File: config.mk
export PLATFORM = sky130hd
export DESIGN_NAME = sck_two_stage_gen
export DESIGN_NICKNAME = d
export VERILOG_FILES = /design/src/rtl/sckgen_pkg.sv /design/src/rtl/sckgen_prescale.sv /design/src/rtl/sckgen_baud.sv /design/src/rtl/sckgen_solver.sv /design/src/rtl/sck_two_stage_gen.sv
export SDC_FILE = /design/constraint.sdc
export NUM_CORES = 1
export LEC_CHECK = 0
export BUFFER_PORTS_ARGS = -buffer_cell sky130_fd_sc_hd__buf_2
export CAP_MARGIN = 20
export CORE_UTILIZATION = 35
export CTS_CLUSTER_DIAMETER = 150
export DETAILED_ROUTE_END_ITERATION = 6
export PLACE_DENSITY_LB_ADDON = 0.05
export SYNTH_ARGS = -nofsm -noshare
export SYNTH_HDL_FRONTEND = slang
export SYNTH_SLANG_ARGS = --single-unit
export TNS_END_PERCENT = 50
File: constraint.sdc
create_clock -name clk_i -period 2.3 [get_ports clk_i]
set_input_delay 0.115 -clock clk_i [delete_from_list [all_inputs] [get_ports clk_i]]
set_output_delay 0.115 -clock clk_i [all_outputs]
set_load 0.05 [all_outputs]
File: src/rtl/sckgen_pkg.sv
package sckgen_pkg;
  localparam int DIV_W = 2;
  localparam int BRG_W = 6;
  localparam int NDIV  = 2 ** DIV_W;

  typedef struct packed {
    logic [DIV_W-1:0] div;
    logic [BRG_W-1:0] brg;
    logic             cpol;
    logic             cpha;
  } sck_cfg_t;
endpackage

File: src/rtl/sckgen_prescale.sv
module sckgen_prescale #(
  parameter int DIV_W = 2
) (
  input  logic             clk_i,
  input  logic             rst_ni,
  input  logic             run_i,
  input  logic [DIV_W-1:0] div_i,
  output logic             tick_o
);
  localparam int MAX_P = 2 << (2 ** DIV_W - 1);
  localparam int CNT_W = $clog2(MAX_P);

  logic [CNT_W-1:0] cnt_q;
  logic [CNT_W:0]   period;
  logic             last;

  assign period = (CNT_W+1)'(2) << div_i;
  assign last   = ({1'b0, cnt_q} == period - 1'b1);
  assign tick_o = run_i & last;

  always_ff @(posedge clk_i or negedge rst_ni) begin
    if (!rst_ni)     cnt_q <= '0;
    else if (!run_i) cnt_q <= '0;
    else if (last)   cnt_q <= '0;
    else             cnt_q <= cnt_q + 1'b1;
  end
endmodule

File: src/rtl/sckgen_baud.sv
module sckgen_baud #(
  parameter int BRG_W = 6
) (
  input  logic             clk_i,
  input  logic             rst_ni,
  input  logic             run_i,
  input  logic             tick_i,
  input  logic [BRG_W-1:0] brg_i,
  output logic             flip_o
);
  logic [BRG_W-1:0] cnt_q;

  assign flip_o = run_i & tick_i & (cnt_q == brg_i);

  always_ff @(posedge clk_i or negedge rst_ni) begin
    if (!rst_ni)     cnt_q <= '0;
    else if (!run_i) cnt_q <= '0;
    else if (flip_o) cnt_q <= '0;
    else if (tick_i) cnt_q <= cnt_q + 1'b1;
  end
endmodule

File: src/rtl/sckgen_solver.sv
module sckgen_solver #(
  parameter int RATIO_W = 24,
  parameter int DIV_W   = 2,
  parameter int BRG_W   = 6,
  parameter int BRG_MIN = 4,
  parameter int BRG_MAX = 63
) (
  input  logic [RATIO_W-1:0] ratio_i,
  output logic [DIV_W-1:0]   div_o,
  output logic [BRG_W-1:0]   brg_o
);
  localparam int NDIV = 2 ** DIV_W;
  localparam logic [RATIO_W-1:0] LO = RATIO_W'(BRG_MIN + 1);
  localparam logic [RATIO_W-1:0] HI = RATIO_W'(BRG_MAX + 1);

  logic [RATIO_W-1:0] quo [NDIV];
  logic [NDIV-1:0]    fit;

  for (genvar d = 0; d < NDIV; d++) begin : g_cand
    assign quo[d] = ratio_i >> (d + 2);
    assign fit[d] = (quo[d] >= LO) && (quo[d] <= HI);
  end

  always_comb begin
    div_o = DIV_W'(NDIV - 1);
    brg_o = BRG_W'(BRG_MAX);
    if (quo[0] < LO) begin
      div_o = '0;
      brg_o = BRG_W'(BRG_MIN);
    end else begin
      // descending scan so the lowest fitting prescaler wins
      for (int d = NDIV - 1; d >= 0; d--) begin
        if (fit[d]) begin
          div_o = DIV_W'(d);
          brg_o = BRG_W'(quo[d] - 1'b1);
        end
      end
    end
  end
endmodule

File: src/rtl/sck_two_stage_gen.sv
module sck_two_stage_gen
  import sckgen_pkg::*;
#(
  parameter int RATIO_W = 24,
  parameter int BRG_MIN = 4,
  parameter int BRG_MAX = 63
) (
  input  logic               clk_i,
  input  logic               rst_ni,
  input  logic               en_i,
  input  logic [DIV_W-1:0]   div_i,
  input  logic [BRG_W-1:0]   brg_i,
  input  logic               cpol_i,
  input  logic               cpha_i,
  input  logic [RATIO_W-1:0] ratio_i,
  output logic [DIV_W-1:0]   ratio_div_o,
  output logic [BRG_W-1:0]   ratio_brg_o,
  output logic               sck_o,
  output logic               launch_o,
  output logic               sample_o
);
  sck_cfg_t cfg_q;
  logic     tick, flip, leading, smp_edge;
  logic     sck_q, launch_q, sample_q;

  // settings are frozen while running
  always_ff @(posedge clk_i or negedge rst_ni) begin
    if (!rst_ni)    cfg_q <= '0;
    else if (!en_i) cfg_q <= '{div: div_i, brg: brg_i, cpol: cpol_i, cpha: cpha_i};
  end

  sckgen_prescale #(.DIV_W(DIV_W)) u_pre (
    .clk_i  (clk_i),
    .rst_ni (rst_ni),
    .run_i  (en_i),
    .div_i  (cfg_q.div),
    .tick_o (tick)
  );

  sckgen_baud #(.BRG_W(BRG_W)) u_baud (
    .clk_i  (clk_i),
    .rst_ni (rst_ni),
    .run_i  (en_i),
    .tick_i (tick),
    .brg_i  (cfg_q.brg),
    .flip_o (flip)
  );

  assign leading  = (sck_q == cfg_q.cpol);
  assign smp_edge = (leading != cfg_q.cpha);

  always_ff @(posedge clk_i or negedge rst_ni) begin
    if (!rst_ni) begin
      sck_q    <= 1'b0;
      launch_q <= 1'b0;
      sample_q <= 1'b0;
    end else if (!en_i) begin
      sck_q    <= cpol_i;
      launch_q <= 1'b0;
      sample_q <= 1'b0;
    end else begin
      sck_q    <= sck_q ^ flip;
      launch_q <= flip & ~smp_edge;
      sample_q <= flip & smp_edge;
    end
  end

  assign sck_o    = sck_q;
  assign launch_o = launch_q;
  assign sample_o = sample_q;

  sckgen_solver #(
    .RATIO_W (RATIO_W),
    .DIV_W   (DIV_W),
    .BRG_W   (BRG_W),
    .BRG_MIN (BRG_MIN),
    .BRG_MAX (BRG_MAX)
  ) u_solver (
    .ratio_i (ratio_i),
    .div_o   (ratio_div_o),
    .brg_o   (ratio_brg_o)
  );
endmodule

==> impl_results.md, run 1 <==
- Hold Path Class: input port to flop
- Post-DP HPWL: 4.12 mm
- Top delay family on crit path: compound AO/OA/AOI/OAI gates
- GRT Residual Overflow: 0
- Layout area overhead: 20.3%
- Fin util: 44.2%
- Critical path class: input port to primary output
- Drt pass-1 iters: 4
- Top post-synthesis cells by area: dfrtp_1, ha_1, xnor2_1
- # clock sinks: 23
- Total Power: 947 uW
- WL final: 5.14 mm
- Rel. slew slack: 62.0%
- I/O Pins: 48
- Starting Density: 36.8%
- Clk_lat worst skew: 0.26 ns
- Avg Inst Size Synth: 9.07 sq um
- Post-DP Area: 2410 sq um
- Clk pin slew, worst setup/hold paths: 0.08 ns
- Max clock buf depth: 2
- Worst path bufs/invs: 4
- Share of layout cells above drive strength 1: 30.0%
- Cts bufs inserted: 3
- Ys flop type: dfrtp_1
- Chip Height: 78.5 um
- Non-Filler Instances: 352
- Skew final: 0.00341 ns
- Post-CTS Setup Repair Bufs: 0
- Antenna violations before repair: 0
- Number of flops mapped to enable cells by yosys: 0
- Count leader, synth: dfrtp_1
- Pre-CTS worst setup slack: 0.0834 ns
- Leakage: 1.07 nW
- Syn Inst Count: 226
- Tmin final: 2.18 ns
- Die X: 78.5 um
- Gr usage total: 18.2%
- Fin crit share: 95.0%
- Worst Path Required: 2.18 ns
- Slowest CP cell: o311ai_1
- Critical Path Sink Type: primary output
- Syn_nets: 278
- Post-synth ARST share: 100%
- Fillers: 587
- Core Rows: 27
- Via-to-Cell Ratio: 5.33
- Mapped Area: 2050 sq um
- # DRC: 0
- Syn. warnings: 0
- Outcome: completed
- Average wire per standard cell: 14.6 um
- Actual slew at the worst max-slew pin: 0.566 ns
- Yosys reg bits: 23
- Finish-stage setup viols: 0
- Clk root buf: clkbuf_8
- Reg area: 576 sq um
- Cell taking the most area after synthesis: dfrtp_1
- First-pass GRT wire length: 8.91 mm
- Via count: 1,876
- CP dominant cell by count: buf_2
- Commonest cells post-synth: dfrtp_1, xnor2_1, ha_1, nand2_1, nor2_1
- Area of the multi-input gates: 1380 sq um
- H-tree levels: 1
- Max-cap violations: 0
- RSZ-0062 raised after global routing: no
- Seq/Total Area, Yosys: 28.1%
- Final hold slack: 0.0789 ns
- Largest net degree at the start of global routing: 26
- Max Slew Vio Count: 0
- Antenna viol nets, final: 0
- Vias in the first global route: 1,771
- Crit-path max FO: 6
- Cells along the critical path: buf_2 > inv_1 > buf_4 > ha_1 > nand2b_1 > a211oi_4 > nor3_2 > o311ai_1 > a31oi_1 > buf_2
- Placed insts: 347
- Final Hold Fails: 0
- Fin area: 2460 sq um
- Final Worst Setup Slack: 0.116 ns
- Startpoint Class: input port
- CTS tree: built
- Port Buffers: 45
- Setup TNS: 0 ns
- P per Cell Area: 384 nW/um^2
- # nets final: 333
- Die area: 6170 sq um
- Cell variety after synth: 52
- Initial DRC count: 90
- N_diodes: 0
- FMAX: 458 MHz
- Core Box Area: 5570 sq um
- Yosys top cell area share: 28.1%
- RePlAce Congestion: 0.841
- Max stage delay on crit path: 0.38 ns
- Critical Path AT: 2.07 ns
- Max VDD drop: 0.000252 V
what timing repair did:
item                       4_1_cts  5_1_grt
setup endpoints to repair        0        5
hold buffers                     1        0
gates resized for setup          0        2
hold endpoints to repair        23        0
cell type report:
class	instances	area share (%)
multi-input cells	184	56.0
flip-flops and latches	23	23.4
repair buffers	59	13.6
well taps	72	3.65
clock buffers	4	1.83
inverters	10	1.52
worst paths after layout:
| kind | start | end | slack (ns) | depth (start not counted) |
|---|---|---|---|---|
| max | ratio_i[5] | ratio_brg_o[1] | 0.12 | 10 |
| min | cpha_i | cfg_q[0]$_DFFE_PN0N_ | 0.08 | 2 |
| max reg2reg | u_pre.cnt_q[2]$_DFF_PN0_ | u_baud.cnt_q[1]$_DFFE_PN0P_ | 0.52 | 5 |
| min reg2reg | cfg_q[1]$_DFFE_PN0N_ | cfg_q[1]$_DFFE_PN0N_ | 0.51 | 2 |
| max in group asynchronous | rst_ni | cfg_q[7]$_DFFE_PN0N_ | 1.60 | 2 |
| min in group asynchronous | rst_ni | cfg_q[0]$_DFFE_PN0N_ | 0.35 | 2 |
cells in the final DEF (no fill, tap or decap), types with 3 or more instances in the layout:
master,n
mux2_2,9
a31oi_1,6
o21ai_0,8
nand4_1,5
inv_1,10
o21ai_1,5
nand2b_1,4
clkbuf_8,3
a21oi_1,10
a21boi_0,4
nor4_1,5
o311ai_1,3
nand2_1,14
buf_2,44
nor2_1,12
ha_1,15
o221ai_1,3
buf_4,13
nand3_1,11
o2bb2ai_1,3
dfrtp_1,23
and3_1,7
o211ai_1,3
xor2_1,9
xnor2_1,16
metal layers:
metal	part of all wire [%]	wire length [um]	vias up	track usage (%)
met2	42	2180	44	27.8
li1	-	-	944	-
met5	0	0	-	0
met3	4.3	223	6	3.02
met4	0.62	32	0	3.15
met1	53	2710	882	26.8
power by group:
group	switching, mW	leakage, nW	internal [mW]	total, mW
sequential	0.0237	0.295	0.429	0.453
combinational	0.132	0.749	0.113	0.244
clock	0.126	0.0228	0.124	0.250
total	0.282	1.07	0.665	0.947
cell families after synthesis:
group / synth area share (%)
simple gates: 22.2
xor+xnor: 10.7
mux: 4.95
flops: 28.1
buf+inv: 4.58
fa+ha+maj: 9.16
compound gates: 20.4
sequential cells by signal (all words and copies together) (netlist names):
signal,flops
sample_o,1
sck_o,1
u_baud.cnt_q,6
cfg_q,10
u_pre.cnt_q,4
launch_o,1
worst reg2reg max path, stage by stage (launching register included):
cell,delay [ns]
dfrtp_1,0.43
or3_1,0.38
nor3_1,0.25
o31a_1,0.27
nand3_1,0.17
o2bb2ai_1,0.21
(Power assumes the default switching activity.)
==> run 2, diff against run 1 <==
BUFFER_PORTS_ARGS = unset   (was -buffer_cell sky130_fd_sc_hd__buf_2)
DONT_BUFFER_PORTS = 1   (was unset)
==> run 2 against run 1 <==
  * Clock-buffer cell count down 1
  * Die area unchanged
  * Total power decreased by 3.8%
  * Combinational power decreased by 21%
  * Critical endpoint is now ratio_brg_o[5]
  * Largest cell class unchanged
==> impl_results.md, run 2 (synthesis results as in run 1) <==
- Top delay family on crit path: compound AO/OA/AOI/OAI gates
- Core Rows: 27 (unchanged)
- Max Slew Vio Count: 0 (unchanged)
- Worst setup path start: ratio_i[5]
- # clock sinks: 23 (unchanged)
- Skew final: 0.0139 ns (+0.0105 ns)
- Die X: 78.5 um (unchanged)
- Die area: 6170 sq um (unchanged)
- RSZ-0062 raised after global routing: no
- Vias in the first global route: 1,902 (+7.4%)
- Layout area overhead: 16.1%
- Outcome: completed
- Post-DP HPWL: 3.94 mm (-4.5%)
- Hold Path Class: input port to flop
- Fin crit share: 90.9% (-4.1 points)
- Startpoint Class: input port
- Most frequent cells in the layout: dfrtp_1, xnor2_1, ha_1, buf_4, nand2_1
- Finish-stage setup viols: 0 (unchanged)
- Reg with most FFs: cfg_q
- Via-to-Cell Ratio: 5.78 (+8.4%)
- First-pass GRT wire length: 8.71 mm (-2.2%)
- Crit-path max FO: 7 (+1)
- Critical path class: input port to primary output
- Port Buffers: 0 (-100%)
- N_diodes: 0 (unchanged)
- Chip Height: 78.5 um (unchanged)
- Met2 routed WL: 2.53 mm (+16%)
- RR Startpoint: u_pre.cnt_q[2]$_DFF_PN0_
- Post-CTS Setup Repair Bufs: 0 (unchanged)
- Max-cap violations: 0 (unchanged)
- Fin util: 42.7% (-1.5 points)
- Critical Path AT: 1.98 ns (-0.09 ns)
- Average wire per standard cell: 16.1 um (+10%)
- FMAX: 478 MHz (+4.5%)
- Rel. slew slack: 61.1% (-0.98 points)
- Cells along the critical path: inv_1 > buf_4 > ha_1 > a21boi_0 > a21oi_1 > o21ai_0 > o221ai_1 > a31oi_1 > buf_4
- Top Layer Used: met4
- Final Hold Fails: 0 (unchanged)
- Largest regs: cfg_q: 10 flops, u_baud.cnt_q: 6 flops, u_pre.cnt_q: 4 flops
- Max VDD drop: 0.000327 V (+30%)
- Max clock buf depth: 2 (unchanged)
- Pre-CTS worst setup slack: 0.253 ns (+0.170 ns)
- Drt pass-1 iters: 4 (unchanged)
- Starting Density: 36.8% (unchanged)
- Via count: 1,854 (-1.2%)
- Leakage: 0.954 nW (-11%)
- Worst Path Required: 2.18 ns (about the same)
- Clk root buf: clkbuf_8
- Antenna violations before repair: 0 (unchanged)
- Commonest non-fill, non-tap cell in the layout: dfrtp_1
- Share of layout cells above drive strength 1: 16.9% (-13 points)
- Final Worst Setup Slack: 0.210 ns (+0.0940 ns)
- H-tree levels: 1 (unchanged)
- # DRC: 0 (unchanged)
- Gr usage total: 17.7% (-0.54 points)
- Critical Path Sink Type: primary output
- Tmin final: 2.09 ns (-0.0940 ns)
- Initial DRC count: 100 (+11%)
- Actual slew at the worst max-slew pin: 0.581 ns (+0.0146 ns)
- I/O Pins: 48 (unchanged)
- Antenna viol nets, final: 0 (unchanged)
- Max reg flops: 10 (unchanged)
- Max stage delay on crit path: 0.38 ns (about the same)
- Clk pin slew, worst setup/hold paths: 0.09 ns (about the same)
- CP dominant cell by count: buf_4
- Cts bufs inserted: 3 (unchanged)
- Slowest CP cell: a21boi_0
- WL final: 5.18 mm (+0.76%)
- Worst path bufs/invs: 3 (-1)
- # nets final: 302 (-9.3%)
- P per Cell Area: 383 nW/um^2 (-0.35%)
- Largest net degree at the start of global routing: 24 (-7.7%)
- Clk_lat worst skew: 0.27 ns (about the same)
- GRT Residual Overflow: 0 (unchanged)
- Routed length on met3: 282 um (+26%)
- Final hold slack: 0.00912 ns (-0.0698 ns)
- RePlAce Congestion: 0.816 (-3.0%)
- Core Box Area: 5570 sq um (unchanged)
- Met1 wire length: 2.32 mm (-14%)
- Hold Path Origin: en_i
- CTS tree: built
## run 2: cell count changes in the layout (fill, tap and decap cells not counted), sizes merged
cell         before  now
buf              57   16
dlygate4sd3       1   12
clkbuf            5    3
clkinvlp          0    1
## run 2: path summary, 6_finish.rpt
path                                                to  slack, ns  depth (start not counted)
setup / recovery                        ratio_brg_o[5]       0.21                          9
hold / removal                         sck_o$_DFF_PN0_      0.009                          2
setup reg to reg           u_baud.cnt_q[4]$_DFFE_PN0P_       0.50                          5
hold reg to reg               u_pre.cnt_q[0]$_DFF_PN0_       0.54                          1
max in group asynchronous  u_baud.cnt_q[3]$_DFFE_PN0P_       1.56                          2
min in group asynchronous         cfg_q[6]$_DFFE_PN0N_       0.25                          1
## run 2: where the power goes
part	internal [mW]	switching [mW]	total, mW	leakage (nW)
clock	0.123	0.136	0.259	0.0217
sequential	0.429	0.0302	0.459	0.295
combinational	0.101	0.0917	0.193	0.638
total	0.653	0.258	0.911	0.954
## run 2: final cells by class
class / count / area (sq um)
Clock inverter: 1 / 7.51
Clock buffer: 3 / 41.3
Inverter: 10 / 37.5
Fill cell: 564 / 3190
Multi-Input combinational cell: 184 / 1380
Timing Repair Buffer: 28 / 248
Sequential cell: 23 / 576
Tap cell: 72 / 90.1
## run 2: per-stage QoR
step	cells	area, sq um	setup TNS, ns	total power [mW]
global route	321	2380	0	0.969
floorplan	226	2050	-0.950	0.609
detailed placement	304	2200	0	0.629
CTS	320	2360	0	0.916
global placement	304	2200	0	0.626
finish	321	2380	0	0.911
## run 2: per-layer routing
metal | GRT usage, % | vias up
met5 | 0 | -
met4 | 4.44 | 0
met3 | 3.72 | 7
met2 | 30.9 | 58
met1 | 21.8 | 903
li1 | - | 886
## run 2: repair_timing
action / in CTS / in global routing
gates resized for setup: 0 / 0
hold buffers: 12 / 0
hold endpoints to repair: 38 / 0
